**config.mk**
```make
export PLATFORM = sky130hd
export DESIGN_NAME = nic_irq_status
export DESIGN_NICKNAME = d
export VERILOG_FILES = /design/src/rtl/nic_irq_status_pkg.sv /design/src/rtl/nic_irq_rst_sync.sv /design/src/rtl/nic_irq_stat_bank.sv /design/src/rtl/nic_irq_mask_reg.sv /design/src/rtl/nic_irq_line.sv /design/src/rtl/nic_irq_status.sv
export SDC_FILE = /design/constraint.sdc
export NUM_CORES = 1
export LEC_CHECK = 0
export ABC_AREA = 1
export CORE_MARGIN = 2
export CORE_UTILIZATION = 36
export CTS_CLUSTER_SIZE = 20
export DETAILED_ROUTE_END_ITERATION = 16
export PLACE_DENSITY = 0.87
export SETUP_SLACK_MARGIN = 0.02
export SLEW_MARGIN = 20
export SYNTH_ARGS = -nofsm -noshare
export SYNTH_HDL_FRONTEND = slang
export SYNTH_HIERARCHICAL = 1
export SYNTH_SLANG_ARGS = --single-unit
export TNS_END_PERCENT = 5
```
**constraint.sdc**
```tcl
create_clock -name clk -period 0.81 [get_ports clk]
set_input_delay 0.162 -clock clk [delete_from_list [all_inputs] [get_ports clk]]
set_output_delay 0.162 -clock clk [all_outputs]
set_load 0.02 [all_outputs]
```
**src/rtl/nic_irq_status_pkg.sv**
```systemverilog
package nic_irq_status_pkg;
  localparam int unsigned STAT_W       = 8;
  localparam int unsigned BIT_TX_IDLE  = 2;
  localparam int unsigned BIT_TX_CMPL  = 1;
  localparam logic [STAT_W-1:0] ACK_CLR_MASK = 8'hD6;
  localparam logic [STAT_W-1:0] STAT_RST_VAL = 8'h04;
  typedef logic [STAT_W-1:0] stat_vec_t;
endpackage

```
**src/rtl/nic_irq_rst_sync.sv**
```systemverilog
module nic_irq_rst_sync #(
  parameter int unsigned STAGES = 2
) (
  input  logic clk,
  input  logic rst_n,
  output logic rst_n_sync
);
  logic [STAGES-1:0] sync_q;

  always_ff @(posedge clk or negedge rst_n) begin
    if (!rst_n) sync_q <= '0;
    else        sync_q <= {sync_q[STAGES-2:0], 1'b1};
  end

  assign rst_n_sync = sync_q[STAGES-1];
endmodule

```
**src/rtl/nic_irq_stat_bank.sv**
```systemverilog
module nic_irq_stat_bank #(
  parameter int unsigned W = 8,
  parameter logic [W-1:0] CLR_MASK = '1,
  parameter logic [W-1:0] RST_VAL  = '0
) (
  input  logic         clk,
  input  logic         rst_n,
  input  logic [W-1:0] set_i,
  input  logic         ack_we_i,
  input  logic [W-1:0] ack_i,
  output logic [W-1:0] stat_o
);
  logic [W-1:0] clr_vec;

  always_comb begin
    clr_vec = {W{ack_we_i}} & ack_i & CLR_MASK;
  end

  for (genvar gi = 0; gi < W; gi++) begin : g_bit
    logic bit_d, bit_q, bit_en;

    always_comb begin
      bit_d  = bit_q;
      bit_en = clr_vec[gi] | set_i[gi];
      if (clr_vec[gi]) bit_d = 1'b0;
      if (set_i[gi])   bit_d = 1'b1;
    end

    always_ff @(posedge clk or negedge rst_n) begin
      if (!rst_n)      bit_q <= RST_VAL[gi];
      else if (bit_en) bit_q <= bit_d;
    end

    assign stat_o[gi] = bit_q;

    AST_SET_STICKS: assert property (@(posedge clk) disable iff (!rst_n)
      set_i[gi] |=> bit_q);
    AST_SET_WINS: assert property (@(posedge clk) disable iff (!rst_n)
      (set_i[gi] && ack_we_i && ack_i[gi]) |=> bit_q);

    if (CLR_MASK[gi]) begin : g_clr
      AST_HOLD_NO_ACK: assert property (@(posedge clk) disable iff (!rst_n)
        (bit_q && !(ack_we_i && ack_i[gi])) |=> bit_q);
    end else begin : g_lock
      AST_LOCKED_BIT: assert property (@(posedge clk) disable iff (!rst_n)
        bit_q |=> bit_q);
    end
  end
endmodule

```
**src/rtl/nic_irq_mask_reg.sv**
```systemverilog
module nic_irq_mask_reg #(
  parameter int unsigned W = 8
) (
  input  logic         clk,
  input  logic         rst_n,
  input  logic         we_i,
  input  logic [W-1:0] wdata_i,
  output logic [W-1:0] mask_o
);
  logic [W-1:0] mask_d, mask_q;

  always_comb begin
    mask_d = mask_q;
    if (we_i) mask_d = wdata_i;
  end

  always_ff @(posedge clk or negedge rst_n) begin
    if (!rst_n)    mask_q <= '0;
    else if (we_i) mask_q <= mask_d;
  end

  assign mask_o = mask_q;

  AST_MASK_LOAD: assert property (@(posedge clk) disable iff (!rst_n)
    we_i |=> (mask_q == $past(wdata_i)));
  AST_MASK_HOLD: assert property (@(posedge clk) disable iff (!rst_n)
    !we_i |=> $stable(mask_q));
endmodule

```
**src/rtl/nic_irq_line.sv**
```systemverilog
module nic_irq_line #(
  parameter int unsigned W = 8
) (
  input  logic         clk,
  input  logic         rst_n,
  input  logic [W-1:0] stat_i,
  input  logic [W-1:0] mask_i,
  output logic         irq_o
);
  logic irq_d, irq_q;

  always_comb begin
    irq_d = |(stat_i & mask_i);
  end

  always_ff @(posedge clk or negedge rst_n) begin
    if (!rst_n) irq_q <= 1'b0;
    else        irq_q <= irq_d;
  end

  assign irq_o = irq_q;
endmodule

```
**src/rtl/nic_irq_status.sv**
```systemverilog
module nic_irq_status
  import nic_irq_status_pkg::*;
(
  input  logic       clk,
  input  logic       rst_n,
  input  logic [7:0] evt_set_i,
  input  logic       txq_empty_i,
  input  logic       cmplq_nonempty_i,
  input  logic       mask_we_i,
  input  logic [7:0] mask_wdata_i,
  input  logic       ack_we_i,
  input  logic [7:0] ack_wdata_i,
  output logic [7:0] status_o,
  output logic [7:0] mask_o,
  output logic       cmplq_pop_o,
  output logic       irq_o
);
  logic      rst_n_s;
  stat_vec_t set_vec;

  nic_irq_rst_sync #(.STAGES(2)) u_rst (
    .clk(clk), .rst_n(rst_n), .rst_n_sync(rst_n_s)
  );

  always_comb begin
    set_vec              = evt_set_i;
    set_vec[BIT_TX_IDLE] = evt_set_i[BIT_TX_IDLE] | txq_empty_i;
    set_vec[BIT_TX_CMPL] = evt_set_i[BIT_TX_CMPL] | cmplq_nonempty_i;
  end

  nic_irq_stat_bank #(.W(STAT_W), .CLR_MASK(ACK_CLR_MASK), .RST_VAL(STAT_RST_VAL)) u_stat (
    .clk(clk), .rst_n(rst_n_s), .set_i(set_vec),
    .ack_we_i(ack_we_i), .ack_i(ack_wdata_i), .stat_o(status_o)
  );

  nic_irq_mask_reg #(.W(STAT_W)) u_mask (
    .clk(clk), .rst_n(rst_n_s), .we_i(mask_we_i),
    .wdata_i(mask_wdata_i), .mask_o(mask_o)
  );

  nic_irq_line #(.W(STAT_W)) u_line (
    .clk(clk), .rst_n(rst_n_s), .stat_i(status_o),
    .mask_i(mask_o), .irq_o(irq_o)
  );

  assign cmplq_pop_o = ack_we_i & ack_wdata_i[BIT_TX_CMPL];

  AST_TX_IDLE_FORCE: assert property (@(posedge clk) disable iff (!rst_n_s)
    txq_empty_i |=> status_o[BIT_TX_IDLE]);
  AST_TX_CMPL_FORCE: assert property (@(posedge clk) disable iff (!rst_n_s)
    cmplq_nonempty_i |=> status_o[BIT_TX_CMPL]);
  AST_POP_CLEARS: assert property (@(posedge clk) disable iff (!rst_n_s)
    (cmplq_pop_o && !cmplq_nonempty_i && !evt_set_i[BIT_TX_CMPL]) |=> !status_o[BIT_TX_CMPL]);
  AST_IRQ_RISE: assert property (@(posedge clk) disable iff (!rst_n_s)
    (|(status_o & mask_o)) |=> irq_o);
  AST_IRQ_FALL: assert property (@(posedge clk) disable iff (!rst_n_s)
    !(|(status_o & mask_o)) |=> !irq_o);
endmodule

```
* Word level (Yosys, flattened, before mapping)
Index checks and enable logic that the tools add are counted. W data, S select, Z words.
Cells by class: bitwise logic cells 10, reductions and logical operators 11, muxes and demuxes 10
Operators by type and width (count):
- $and A8 B8 Y8 | 2
- $mux W1 | 10
- $reduce_and A2 Y1 | 5
- $reduce_bool A2 Y1 | 5
- $reduce_or A8 Y1 | 1
- $or A1 B1 Y1 | 7
- $and A1 B1 Y1 | 1
Word-level totals: output and inout port bits 18, register bits after elaboration 19, word-level logic and storage cells 42

* Depth between registers and ports, before layout
word-level depth 3, mapped depth 5, depth with buffers taken out 4

* By module
The synthesis kept the hierarchy.
Modules (own cells, without submodules):
- nic_irq_stat_bank | instances 1, area each 355.3 µm², sequential area each 201.4 µm², cells an instance 39
- nic_irq_mask_reg | instances 1, area each 305.3 µm², sequential area each 200.2 µm², cells an instance 34
- nic_irq_line | instances 1, area each 81.3 µm², sequential area each 25.0 µm², cells an instance 16
- nic_irq_rst_sync | instances 1, area each 53.8 µm², sequential area each 50.0 µm², cells an instance 3
- nic_irq_status | instances 1, area each 30.0 µm², sequential area each 0.0 µm², cells an instance 8

* Worst setup path before layout
Ideal clock, no wire load.
kind reg-to-reg, start register u_stat.g_bit[2].bit_q, end register u_line.irq_q, in the netlist u_line/irq_o, arrival 0.824 ns, period minus slack after synthesis 0.888 ns, cell stages (with the launch flop) 6, setup slack -0.078 ns, required time 0.745 ns, cells stage by stage dfstp_2 -> buf_4 -> nand2_1 -> nand2_1 -> nor2_1 -> nand2_1
Between the ends: cells in the longest elaborated chain, start to end 2
Ends and longest elaborated chain:
- from (decl) | RTL line nic_irq_stat_bank.sv:20 | logic bit_d, bit_q, bit_en;
- from (signal assigned) | RTL line nic_irq_stat_bank.sv:30 | if (!rst_n) bit_q <= RST_VAL[gi];
- from (signal assigned) | RTL line nic_irq_stat_bank.sv:31 | else if (bit_en) bit_q <= bit_d;
- $and A8 B8 Y8 | RTL line nic_irq_line.sv:13 | irq_d = |(stat_i & mask_i);
- $reduce_or A8 Y1 | RTL line nic_irq_line.sv:13
- net u_line.irq_d | RTL line nic_irq_line.sv:10 | logic irq_d, irq_q;
- to (signal assigned) | RTL line nic_irq_line.sv:18 | else irq_q <= irq_d;
- to (decl) | RTL line nic_irq_line.sv:10
The timed path passes the listed nets, and every way through them passes these cells. A chain may end at the register's enable or synchronous reset.

* Final worst setup path
start register u_stat.g_bit[2].bit_q, end output port status_o[2]
RTL lines:
- to (decl) | RTL line nic_irq_status.sv:13 | output logic [7:0] status_o,
No word-level cell between the ends.

==> reports/qor_table.md <==
| Quantity | Value | Unit |
|---|---|---|
| Run status | finished, violations left | - |
| Failing checks | setup timing | - |
| Routed wl met3 | 212 | µm |
| CTS HTree Levels | 1 | - |
| Worst vdd ir | 0.764 | mV |
| Origin of the critical flop-to-flop path | u_mask/mask_o[2] | - |
| Cell count after placement | 183 | - |
| Count of standard-cell rows | 17 | - |
| Met1 wire length | 855 | µm |
| Number of different library cells in the post-synthesis netlist | 10 | - |
| Critical Path Max Stage Delay | 550 | ps |
| Crit Path Max Fanout | 2 | - |
| Hold buffers post-CTS | 0 | - |
| Tmin final | 1100 | ps |
| Simple-gate share of the synthesized area | 0.282 | - |
| Number of synthesized register bits | 19 | - |
| Post-synthesis cell count | 100 | - |
| Starting density of the core | 0.377 | - |
| Max cap viols | 0 | - |
| Die Area | 2690 | µm² |
| Synthesized area divided by synthesized cell count | 8.26 | µm² |
| Min-delay worst type | input pin to async pin | - |
| Vias in the first global route | 820 | - |
| Combinational group share of total power | 0.255 | - |
| Overflow left after global routing | 0 | - |
| CTS tree | yes | - |
| Largest family of logic cells by synthesized area | simple AND/OR/NAND/NOR gates | - |
| Sequence of cells on the critical path | buf_6 | - |
| Nets | 190 | - |
| Syn. warnings | 6 | - |
| WS Path Type | register to output pin | - |
| Remaining routing DRC violations | 0 | - |
| Overall routing resource usage | 0.183 | - |
| Clock buffers created by TritonCTS | 3 | - |
| Max Buffers Root-to-Sink | 2 | - |
| Portion of total power attributed to sequential cells | 0.525 | - |
| Critical path launch point | u_stat/g_bit[2].bit_q | - |
| Final core utilization | 0.613 | - |
| Clock root cell | sky130_fd_sc_hd__clkbuf_4 | - |
| Leakage power summed over all cells | 0.000720 | µW |
| Multiplexer share of the synthesized area | 0 | - |
| Area inside the core boundary | 2190 | µm² |
| Power density over the cells | 1470 | nW/µm² |
| Standard cell with the maximum stage delay on the critical path | sky130_fd_sc_hd__dfstp_2 | - |
| Max-slew violation total from the final report | 0 | - |
| Synth Cell Area | 826 | µm² |
| Fraction of power spent switching nets | 0.260 | - |
| Number of antenna violations at the first check in global routing | 0 | - |
| Clock power frac | 0.220 | - |
| Startpoint type of the worst setup path | register | - |
| Clock net sink count | 19 | - |
| Top Metal Used | met4 | - |
| Crit end category | output pin | - |
| Clock transition at path regs | 90 | ps |
| Final standard cell count with taps included and fillers excluded | 187 | - |
| Routed wl met2 | 1.06 | mm |
| Routed WL | 2.21 | mm |
| Antenna diodes | 0 | - |
| Number of buffer cells added on primary ports | 44 | - |
| Setup-failing EPs final | 21 | - |
| Fraction of the yosys area taken by sequential cells | 0.577 | - |
| Int Pwr | 1460 | µW |
| Crit path arrival time | 940 | ps |
| Unrepaired setup endpoints after global routing | yes | - |
| Via-per-instance ratio | 4.25 | - |
| Layout cells sized above 1 | 0.283 | - |
| Number of detailed-routing iterations run before antenna repair | 4 | - |
| Switching component of the power | 515 | µW |
| Top delay family on crit path | flip-flops | - |
| Remaining antenna violation count after routing | 0 | - |
| Clk_lat worst skew | 280 | ps |
| Fraction of the cycle the final worst path needs | 1.36 | - |
| Buffers & Inverters on Critical Path | 1 | - |
| Horizontal extent of the die | 51.9 | µm |
| Routability congestion estimate from global placement | 0.719 | - |
| Chip Height | 51.9 | µm |
| DP HPWL | 1.80 | mm |
| First-pass GRT wire length | 3.42 | mm |
| Initial DRC Count | 7 | - |
| Post-route clock skew | 2.86 | ps |
| Per-cell routed wire length | 11.8 | µm |
| Final Worst Setup Slack | -295 | ps |
| Synthesized-area fraction occupied by ao, oa, aoi and oai cells | 0 | - |
| Count of vias placed by the detailed router | 794 | - |
| Area grow syn2layout | 62.7 | % |
| Required time at the worst-slack endpoint | 650 | ps |
| Total Power | 1980 | µW |
| XOR/XNOR Fraction of Synth Area | 0 | - |
| Max Clock Freq | 0.905 | GHz |
| Adder-cell share of the synthesized area | 0 | - |
| I/O pin count | 48 | - |
| Count of endpoints failing hold in the final timing report | 0 | - |
| Pin count of the biggest net entering global routing | 14 | - |
| Buffers inserted by post-CTS timing repair | 0 | - |
| Syn_nets | 130 | - |
==> cell families (layout without fill, tap and decap cells) <==
group / after synthesis / in the layout
simple gates: 60 / 60
other cells: 1 / 1
buf+inv: 20 / 79
flops: 19 / 19
==> power by group through the flow <==
stage          Combinational, µW  Clock, µW  Sequential, µW
5_1_grt                      544        496            1050
2_1_floorplan                146          0            1110
6_report                     504        435            1040
4_1_cts                      500        453            1040
3_5_place_dp                 541          0            1060
3_3_place_gp                 524          0            1050
==> metrics by stage <==
stage	instance area (µm²)	TNS (ps)	hold WS [ps]	worst slack, ps
after floorplan	830	-54.9	-134	-54.9
after global placement	1380	-8590	76.2	-717
after detailed placement	1380	-9040	75.6	-713
after CTS	1340	-3590	22.9	-307
after global routing	1340	-4260	6.16	-332
final	1340	-3420	28.8	-295
==> layer usage <==
layer,vias up,track usage
met5,-,0
met4,0,0.123
met3,10,0.0632
met2,41,0.325
met1,345,0.174
li1,398,-
==> cells in the final DEF, fill, tap and decap left out, drive strengths merged <==
master / netlist / final
nand2: 55 / 55
buf: 9 / 38
clkdlybuf4s50: 0 / 24
dfrtp: 18 / 18
inv: 11 / 11
clkbuf: 0 / 4
or2: 3 / 3
clkdlybuf4s15: 0 / 2
nor2: 2 / 2
conb: 1 / 1
dfstp: 1 / 1
==> cell type report <==
type                       count  area, µm²
inverter                      11       41.3
clock buffer                   4       26.3
timing repair buffer          64        523
sequential                    19        477
tap                           28       35.0
multi-input combinational     61        241
fill                         183        847
==> final timing paths <==
path	endpoint	slack, ps	depth (start not counted)
worst max-delay path	status_o[2]	-290	1
worst min-delay path	u_rst/sync_q[0]	30	1
worst max register to register	u_line/irq_o	-140	5
worst min register to register	u_stat/g_bit[1].bit_q	80	0
max in group asynchronous	u_mask/mask_o[1]	310	1
min in group clk	u_stat/g_bit[1].bit_q	240	4
==> synth_stat cells <==
master,count,area (µm²)
sky130_fd_sc_hd__buf_4,8,60.1
sky130_fd_sc_hd__buf_6,1,11.3
sky130_fd_sc_hd__conb_1,1,3.75
sky130_fd_sc_hd__dfrtp_1,18,450
sky130_fd_sc_hd__dfstp_2,1,26.3
sky130_fd_sc_hd__inv_1,10,37.5
sky130_fd_sc_hd__inv_2,1,3.75
sky130_fd_sc_hd__nand2_1,55,206
sky130_fd_sc_hd__nor2_1,2,7.51
sky130_fd_sc_hd__or2_1,3,18.8
==> flip-flops by register name, indices dropped and copies added (netlist names) <==
register,count
u_line/irq_o,1
u_rst/sync_q,2
u_stat/g_bit.bit_q,8
u_mask/mask_o,8
==> what timing repair did <==
action | 4_1_cts | 5_1_grt
pin swaps | 7 | 1
endpoints found under the setup margin | 23 | 24
gates resized for setup | 82 | 3
Note: power is estimated with default switching activity, not from simulation.
